## src/rtl/pram_pkg.sv

```systemverilog
package pram_pkg;

  localparam int unsigned FLD_ADDR_W = 12;
  localparam int unsigned POS_SEQ    = 12;
  localparam int unsigned POS_INIT   = 13;
  localparam int unsigned POS_DIR    = 14;
  localparam logic [31:0] CTRL_RST   = 32'h0000_4000;

  typedef struct packed {
    logic                  dir_wr;
    logic                  init;
    logic                  seq;
    logic [FLD_ADDR_W-1:0] start;
  } ctrl_fields_t;

  function automatic ctrl_fields_t split_ctrl(input logic [31:0] w);
    ctrl_fields_t f;
    f.dir_wr = w[POS_DIR];
    f.init   = w[POS_INIT];
    f.seq    = w[POS_SEQ];
    f.start  = w[FLD_ADDR_W-1:0];
    return f;
  endfunction

  // next location after p, wrapping at depth
  function automatic int unsigned bump(input int unsigned p, input int unsigned depth);
    return (p + 1 >= depth) ? 0 : p + 1;
  endfunction

  // start location taken from the control field, out-of-range folds to 0
  function automatic int unsigned fold_start(input int unsigned a, input int unsigned depth);
    return (a >= depth) ? 0 : a;
  endfunction

endpackage

```

## src/rtl/pram_ctrl_reg.sv

```systemverilog
module pram_ctrl_reg
  import pram_pkg::*;
#(
  parameter int unsigned BUS_W = 32
) (
  input  logic             clk,
  input  logic             rst_n,
  input  logic             we,
  input  logic [BUS_W-1:0] wdata,
  output logic [BUS_W-1:0] ctrl_q,
  output ctrl_fields_t     fields
);

  always_ff @(posedge clk) begin
    if (!rst_n)  ctrl_q <= CTRL_RST[BUS_W-1:0];
    else if (we) ctrl_q <= wdata;
  end

  assign fields = split_ctrl(32'(ctrl_q));

  AST_CTRL_KEEP: assert property (@(posedge clk) disable iff (!rst_n)
    !we |=> $stable(ctrl_q));

  AST_CTRL_TAKE: assert property (@(posedge clk) disable iff (!rst_n)
    we |=> (ctrl_q == $past(wdata)));

endmodule

```

## src/rtl/pram_pointer.sv

```systemverilog
module pram_pointer
  import pram_pkg::*;
#(
  parameter int unsigned DEPTH  = 64,
  parameter int unsigned ADDR_W = $clog2(DEPTH)
) (
  input  logic                  clk,
  input  logic                  rst_n,
  input  logic                  load,
  input  logic [FLD_ADDR_W-1:0] load_val,
  input  logic                  step,
  output logic [ADDR_W-1:0]     ptr,
  output logic [ADDR_W-1:0]     ptr_inc
);

  logic [ADDR_W-1:0] load_ptr;

  assign ptr_inc  = ADDR_W'(bump(32'(ptr), DEPTH));
  assign load_ptr = ADDR_W'(fold_start(32'(load_val), DEPTH));

  always_ff @(posedge clk) begin
    if (!rst_n)     ptr <= '0;
    else if (load)  ptr <= load_ptr;
    else if (step)  ptr <= ptr_inc;
  end

  AST_PTR_BOUND: assert property (@(posedge clk) disable iff (!rst_n)
    32'(ptr) < DEPTH);

  AST_PTR_STILL: assert property (@(posedge clk) disable iff (!rst_n)
    (!load && !step) |=> $stable(ptr));

  AST_PTR_WRAP: assert property (@(posedge clk) disable iff (!rst_n)
    (!load && step && 32'(ptr) == DEPTH - 1) |=> (ptr == '0));

endmodule

```

## src/rtl/pram_store.sv

```systemverilog
module pram_store #(
  parameter int unsigned STORE_W = 32,
  parameter int unsigned BUS_W   = 32,
  parameter int unsigned DEPTH   = 64,
  parameter int unsigned ADDR_W  = $clog2(DEPTH)
) (
  input  logic              clk,
  input  logic              rst_n,
  input  logic              wr_en,
  input  logic [ADDR_W-1:0] wr_addr,
  input  logic [BUS_W-1:0]  wr_data,
  input  logic [ADDR_W-1:0] pf_addr,
  output logic [BUS_W-1:0]  pf_word,
  input  logic [ADDR_W-1:0] dp_addr,
  output logic [BUS_W-1:0]  dp_rdata
);

  logic [STORE_W-1:0] mem [DEPTH];

  always_ff @(posedge clk) begin
    if (wr_en) mem[wr_addr] <= wr_data[STORE_W-1:0];
  end

  // datapath port samples the array before this edge's write lands
  always_ff @(posedge clk) begin
    if (!rst_n) dp_rdata <= '0;
    else        dp_rdata <= BUS_W'(mem[dp_addr]);
  end

  assign pf_word = BUS_W'(mem[pf_addr]);

  generate
    if (STORE_W < BUS_W) begin : g_narrow
      AST_DP_ZEXT: assert property (@(posedge clk) disable iff (!rst_n)
        dp_rdata[BUS_W-1:STORE_W] == '0);
      AST_PF_ZEXT: assert property (@(posedge clk) disable iff (!rst_n)
        pf_word[BUS_W-1:STORE_W] == '0);
    end
  endgenerate

endmodule

```

## src/rtl/param_ram_port.sv

```systemverilog
module param_ram_port
  import pram_pkg::*;
#(
  parameter int unsigned BUS_W   = 32,
  parameter int unsigned STORE_W = 32,
  parameter int unsigned DEPTH   = 64
) (
  input  logic                     clk,
  input  logic                     rst_n,
  input  logic                     host_sel,
  input  logic                     host_wr,
  input  logic                     host_reg,
  input  logic [BUS_W-1:0]         host_wdata,
  output logic [BUS_W-1:0]         host_rdata,
  output logic                     host_busy,
  input  logic [$clog2(DEPTH)-1:0] dp_addr,
  output logic [BUS_W-1:0]         dp_rdata
);

  localparam int unsigned ADDR_W = $clog2(DEPTH);

  ctrl_fields_t      fields;
  logic [BUS_W-1:0]  ctrl_q;
  logic [BUS_W-1:0]  data_q;
  logic [BUS_W-1:0]  pf_word;
  logic [ADDR_W-1:0] ptr, ptr_inc, pf_addr;
  logic              pf_pend;

  // named access events
  logic ev_ctrl_wr, ev_data_wr, ev_data_rd, ev_step, ev_rdcfg;

  assign ev_ctrl_wr = host_sel &  host_wr & ~host_reg;
  assign ev_data_wr = host_sel &  host_wr &  host_reg &  fields.dir_wr;
  assign ev_data_rd = host_sel & ~host_wr &  host_reg & ~fields.dir_wr & ~pf_pend;
  assign ev_step    = (ev_data_wr | ev_data_rd) & fields.seq;
  assign ev_rdcfg   = ev_ctrl_wr & ~host_wdata[POS_DIR];

  pram_ctrl_reg #(.BUS_W(BUS_W)) u_ctrl (
    .clk    (clk),
    .rst_n  (rst_n),
    .we     (ev_ctrl_wr),
    .wdata  (host_wdata),
    .ctrl_q (ctrl_q),
    .fields (fields)
  );

  pram_pointer #(.DEPTH(DEPTH), .ADDR_W(ADDR_W)) u_ptr (
    .clk      (clk),
    .rst_n    (rst_n),
    .load     (ev_ctrl_wr & host_wdata[POS_INIT]),
    .load_val (host_wdata[FLD_ADDR_W-1:0]),
    .step     (ev_step),
    .ptr      (ptr),
    .ptr_inc  (ptr_inc)
  );

  // prefetch source: current word after a control write, else the word the
  // pointer moves to on this read
  assign pf_addr = (pf_pend || !fields.seq) ? ptr : ptr_inc;

  pram_store #(.STORE_W(STORE_W), .BUS_W(BUS_W), .DEPTH(DEPTH), .ADDR_W(ADDR_W)) u_store (
    .clk      (clk),
    .rst_n    (rst_n),
    .wr_en    (ev_data_wr),
    .wr_addr  (ptr),
    .wr_data  (host_wdata),
    .pf_addr  (pf_addr),
    .pf_word  (pf_word),
    .dp_addr  (dp_addr),
    .dp_rdata (dp_rdata)
  );

  always_ff @(posedge clk) begin
    if (!rst_n) begin
      pf_pend <= 1'b0;
      data_q  <= '0;
    end else begin
      pf_pend <= ev_rdcfg;
      if (pf_pend || ev_data_rd) data_q <= pf_word;
    end
  end

  assign host_busy  = pf_pend;
  assign host_rdata = host_reg ? data_q : ctrl_q;

  AST_BUSY_PULSE: assert property (@(posedge clk) disable iff (!rst_n)
    host_busy |=> !host_busy);

  AST_BUSY_AFTER_CFG: assert property (@(posedge clk) disable iff (!rst_n)
    ev_rdcfg |=> host_busy);

  AST_WRONG_DIR_WR: assert property (@(posedge clk) disable iff (!rst_n)
    (host_sel && host_wr && host_reg && !fields.dir_wr) |=> $stable(ptr));

  AST_DATA_HOLD: assert property (@(posedge clk) disable iff (!rst_n)
    (!ev_data_rd && !host_busy) |=> $stable(data_q));

endmodule

```

## config.mk

```make
export PLATFORM = sky130hd
export DESIGN_NAME = param_ram_port
export DESIGN_NICKNAME = d
export VERILOG_FILES = /design/src/rtl/pram_pkg.sv /design/src/rtl/pram_ctrl_reg.sv /design/src/rtl/pram_pointer.sv /design/src/rtl/pram_store.sv /design/src/rtl/param_ram_port.sv
export SDC_FILE = /design/constraint.sdc
export NUM_CORES = 2
export LEC_CHECK = 0
export BUFFER_PORTS_ARGS = -buffer_cell sky130_fd_sc_hd__buf_2
export CORE_UTILIZATION = 45
export DETAILED_ROUTE_END_ITERATION = 10
export PLACE_DENSITY = 0.68
export SLEW_MARGIN = 20
export SYNTH_ARGS = -nofsm -noshare
export SYNTH_HDL_FRONTEND = slang
export SYNTH_SLANG_ARGS = --single-unit
```

## constraint.sdc

```tcl
create_clock -name clk -period 6.3 [get_ports clk]
set_clock_uncertainty 0.1 [all_clocks]
set_input_delay 0.63 -clock clk [delete_from_list [all_inputs] [get_ports clk]]
set_output_delay 0.63 -clock clk [all_outputs]
set_load 0.03 [all_outputs]
```

======== Word level (Yosys, flattened, before mapping) ========
Memories as Yosys holds them, arrays and structs flattened. A register that Yosys moved wholly into a read port is not among the register bits.
Index checks and enable logic that the tools add are counted.
word-level totals
  bits in registers ....................... 39
  bits in writable memories ............... 2048
  output and inout bits ................... 65
  memories kept ........................... 1
operators by class
  add/sub/neg operators ................... 1
  magnitude comparators ................... 2
  mux-type cells .......................... 8
  bitwise logic cells ..................... 17
  reduce and logical (&&, ||, !) cells .... 6
memories
  memory       words  width  read ports  clocked after memory_dff  wr ports  line              RTL
  u_store.mem  64     32     2           2                         1         pram_store.sv:18  logic [STORE_W-1:0] mem [DEPTH];
operators with widths
  cell                                                   count
  two-way mux 32 bit                                     1
  two-way mux 6 bit                                      5
  >= comparator 12 x 7 -> 1 bit (second input constant)  1
  bitwise AND 1 bit                                      11
  adder 6 x 1 -> 7 bit (second input constant)           1
  >= comparator 7 bit (second input constant)            1
  NOT 1 bit                                              5
  zero test 1 bit                                        3
  logical OR 1 bit                                       2
  two-way mux 1 bit                                      2
  nonzero test 2 bit                                     1
  bitwise OR 1 bit                                       1

======== Depth between registers and ports, before layout ========
  depth after elaboration ................. 9
  gate-level depth with buffers ........... 13

======== Cells and area by module ========
From an unflattened synthesis, not the netlist that was laid out.
unflattened totals
  cells, all modules ...................... 4763
  area, all modules ....................... 98639.6 um^2
modules (own cells, without submodules)
  module          times used  cells an instance  area each (um^2)
  pram_store      1           4399               95046.2
  param_ram_port  1           195                1829.3
  pram_ctrl_reg   1           118                1353.8
  pram_pointer    1           51                 410.4

======== Least setup slack after synthesis ========
OpenSTA, ideal clock, no wires.
  path kind ............................... input -> register
  from .................................... in host_reg
  to ...................................... mem u_store.mem[48][0] (enable)
  setup time .............................. 0.461 ns
  data arrival time ....................... 3.782 ns
  required time ........................... 5.739 ns
  setup slack ............................. 1.956 ns
  cell stages on the path ................. 5
  path through ............................ clkbuf_1 nand2_1 nor3_1 nand3_1 nor3_1
between the ends
  longest elaborated chain between the ends .. 4
ends and longest elaborated chain
  element                                  line                  RTL
  from (decl)                              param_ram_port.sv:12  input logic host_reg,
  bitwise AND 1 bit (2 in series)          param_ram_port.sv:33  assign ev_data_wr = host_sel & host_wr & host_reg & fields.dir_wr;
  two-way mux 1 bit                        pram_store.sv:21      if (wr_en) mem[wr_addr] <= wr_data[STORE_W-1:0];
  two-way mux 1 bit (implied by the code)  pram_store.sv:21
  to (decl)                                pram_store.sv:18
No other way between the ends.

======== Worst setup path in the final report ========
  from .................................... reg u_ptr.ptr[2]
  to ...................................... reg data_q[20] (read register of u_store.mem)
between the ends
  longest elaborated chain between the ends .. 4
ends and longest elaborated chain
  element                 line                  RTL
  from (decl)             pram_pointer.sv:12    output logic [ADDR_W-1:0] ptr,
  from (signal assigned)  pram_pointer.sv:23    else if (load) ptr <= load_ptr;
  from (signal assigned)  pram_pointer.sv:24    else if (step) ptr <= ptr_inc;
  adder 6 x 1 -> 7 bit    pram_pkg.sv:27        return (p + 1 >= depth) ? 0 : p + 1;
  >= comparator 7 bit     pram_pkg.sv:27
  two-way mux 6 bit       pram_pkg.sv:27
  two-way mux 6 bit *     param_ram_port.sv:59  assign pf_addr = (pf_pend || !fields.seq) ? ptr : ptr_inc;
  to (decl)               param_ram_port.sv:24  logic [BUS_W-1:0] data_q;
Mark *: on every way between the ends. The rest lies on a longest branch, timed or not.
A chain may end at the register's enable or synchronous reset.

==> impl_results.md <==
- Status: finished clean
- Yosys cell types: 60
- Area leader, netlist: edfxtp_1
- Hold Buf Count CTS: 0
- Dpl ws: around 1.8 ns
- Flop pwr share: 0.510
- Startpoint types: flop
- Initial antenna violation count: 39
- # Post-CTS Setup Buffers: 0
- Part of the cycle the worst path needs: 0.749
- Hold Vio Cnt, Final: 0
- Worst-skew pair later-pin latency: 0.89 ns
- Routed WL: roughly 360000 µm
- Worst slew margin: 0.140
- Setup crit end: data_q[20]$_SDFFE_PN0P_
- Reg-to-Reg End: data_q[20]$_SDFFE_PN0P_
- Cts repair resizes: 0
- Worst-Margin Slew: 1.29 ns
- Post-Layout Cell Count: between 9000 and 10000
- Final WS setup: 1.58 ns
- Crit. End Element: flop
- Pre-Repair DR Iteration Count: 8
- Wire per inst: between 30 and 40 µm
- First-pass GRT wire length: 501000 µm
- DP Area: 105000 µm²
- Total CTS buffers: 208
- # nets final: around 6800
- Worst R2R Start: u_ptr.ptr[2]$_SDFFE_PN0P_
- P_int: roughly 24000 µW
- Largest net degree at the start of global routing: around 140
- YS warnings: 0
- Prevailing post-synth register cell: edfxtp_1
- Die X: ~470 µm
- Final GP Congestion: approximately 0.9
- Comb pwr share: 0.077
- Syn-to-layout area delta: 12.3%
- Vias post-DR: 69195
- Clk slew on worst S/H paths: 0.06 ns
- Async set-reset flop share out of synthesis: 0
- Post-synth EDFFs: 2048
- Most common cell after layout, fill and taps aside: edfxtp_1
- Yosys top cell area share: 0.614
- Max-cap violations: 0
- Maximum root-to-sink buffer count: 3
- Crit path kind: reg2reg
- Pins Over Slew Limit: 0
- Critical Path Most Common Cell: a31oi_1
- Switching share of power: 0.232
- Min Tclk post-route: 4.72 ns
- Port Buffers: 107
- DR DRC count: 0
- Chip height: ~470 µm
- CP Launch Point: u_ptr.ptr[2]$_SDFFE_PN0P_
- Layout fillers: 17819
- Dpl hpwl: 211000 µm
- IO Count: 108
- Syn avg cell area: 15.0 µm²
- Maximum clock rate: between 200 and 250 MHz
- CP Depth: 9
- Design Area, Final: ~110000 µm²
- Mapped Cells: around 6700
- Switching power: ~7000 µW
- Htree depth: 4
- Clock Power Share: 0.413
- TritonCTS clock tree: done
- Initial Util: 0.454
- Layout cells sized above 1: 0.210
- Crit-path max cell delay: 0.83 ns
- RSZ-0062 raised after global routing: false
- Peak VDD IR: ~0.00031 V
- Cell family contributing the most delay on the critical path: simple AND/OR/NAND/NOR gates
- Core area: 220000 µm²
- Slowest-stage cell, CP: dfxtp_1
- Core Rows: roughly 170
- R2R setup slack: 1.58 ns
- Die area: approximately 220000 µm²
- Static leakage: between 0.03 and 0.04 µW
- Mapped cell area: 100000 µm²
- Routed vias/inst: roughly 7
- Final setup viols: 0
- Worst path arrival time: 5.42 ns
- Starting DRC count in detailed routing: roughly 13000
- Sequential share of the synthesized area: 0.635
- Post-DRT Antenna Nets: 0
- Worst min path class: in2reg
- Synth Register Bits: 2151
- CTS Sinks: 2151
- Synth area leaders: edfxtp_1, mux4_2, nand2_1
- Setup TNS Final: 0 ns
- PwrDens: 274 nW/µm²
- CTS root buffer: clkbuf_16
- GRT Residual Overflow: 0
- CP Max Fanout: 16
- Critical Path RT: ~7.0 ns
- Most frequent cells in the layout: edfxtp_1, nand2_1, mux4_2
- Crit-path cells: nand3_1 -> nor2_1 -> a31oi_1 -> a31oi_1 -> and2b_1 -> nand2_2 -> buf_4 -> or4_1 -> nand4_1
- Tot GR Track Use: 0.319
- Placed cells: 9455
- CP Buf/Inv Count: 1
- Worst reg-to-reg path cell count: 9
- Mapped Nets: 6738
- Vias in the first global route: 65519
power groups by stage:
stage	clock network, µW	logic [µW]	registers, µW
after CTS	12700	2330	15700
after floorplan	0	1470	16000
after detailed placement	0	2320	16000
final	12700	2370	15700
after global placement	0	2290	16000
after global routing	13200	2470	15700
routing by layer:
layer  GRT usage  vias to the layer above  wire length (µm)
met5     0.00498                        -               275
met4       0.199                       24             25800
met3       0.107                     1313             55700
met2       0.472                     6081            160000
met1       0.404                    34939            122000
li1            -                    26838                 -
cell usage after synthesis (16+ instances only):
cell / count
dfxtp_1: 103
mux2_2: 52
buf_1: 80
a21oi_1: 293
nor3_1: 22
clkbuf_1: 261
edfxtp_1: 2048
o211a_1: 23
a2111oi_0: 16
and3_1: 64
a221oi_1: 50
nand2_1: 1407
o221ai_1: 166
nor2_1: 77
o32ai_1: 16
a2111o_1: 19
a32oi_1: 47
buf_2: 169
a311oi_1: 94
nor4_1: 21
a21boi_0: 31
mux4_2: 652
buf_4: 37
a31oi_1: 49
o41ai_1: 23
nand3_1: 362
mux2i_1: 359
how the worst min path moves through the flow:
| stage | from | to | slack (ns) | cells after the start |
|---|---|---|---|---|
| 3_5_place_dp | u_ctrl.ctrl_q[22]$_SDFFE_PN0P_ | u_ctrl.ctrl_q[22]$_SDFFE_PN0P_ | 0.36 | 2 |
| 5_1_grt | rst_n | u_ctrl.ctrl_q[7]$_SDFFE_PN0P_ | 0.07 | 2 |
| 6_report | rst_n | u_ctrl.ctrl_q[29]$_SDFFE_PN0P_ | 0.10 | 2 |
| 3_3_place_gp | u_ctrl.ctrl_q[7]$_SDFFE_PN0P_ | u_ctrl.ctrl_q[7]$_SDFFE_PN0P_ | 0.35 | 2 |
| 2_1_floorplan | data_q[28]$_SDFFE_PN0P_ | data_q[28]$_SDFFE_PN0P_ | 0.34 | 1 |
| 4_1_cts | rst_n | u_ctrl.ctrl_q[7]$_SDFFE_PN0P_ | 0.05 | 2 |
area by class of cell:
class | count | area [µm²] | area share
Clock inverter | 99 | 1150 | 0.0102
Inverter | 3 | 11.3 | 0.000100
Timing Repair Buffer | 365 | 3570 | 0.0318
Clock buffer | 293 | 5690 | 0.0506
Multi-Input combinational cell | 3981 | 34600 | 0.308
Sequential cell | 2151 | 63600 | 0.566
Tap cell | 2958 | 3700 | 0.0329
Antenna cell | 28 | 70.1 | 0.000624
flip-flops by register name, indices dropped and copies added, names as in the netlist:
signal and flops:
u_ptr.ptr 6, host_busy 1, data_q 32, u_store.mem 2048, u_store.dp_rdata 32, u_ctrl.ctrl_q 32
cell families after synthesis:
group,Yosys count,share of synthesized area
mux,1063,0.188
simple gates,2011,0.0840
compound gates,902,0.0666
fa+ha+maj,1,0.000125
buf+inv,562,0.0255
flops,2151,0.635
xor+xnor,4,0.000350
through the flow:
stage	total power, µW	hold slack, ns	util
final	30800	0.102	0.510
after global routing	31400	0.0743	0.510
after CTS	30800	0.0545	0.509
after detailed placement	18300	0.358	0.478
after global placement	18300	0.347	0.477
after floorplan	17500	0.337	-
Power figures use the tool's default switching activity.
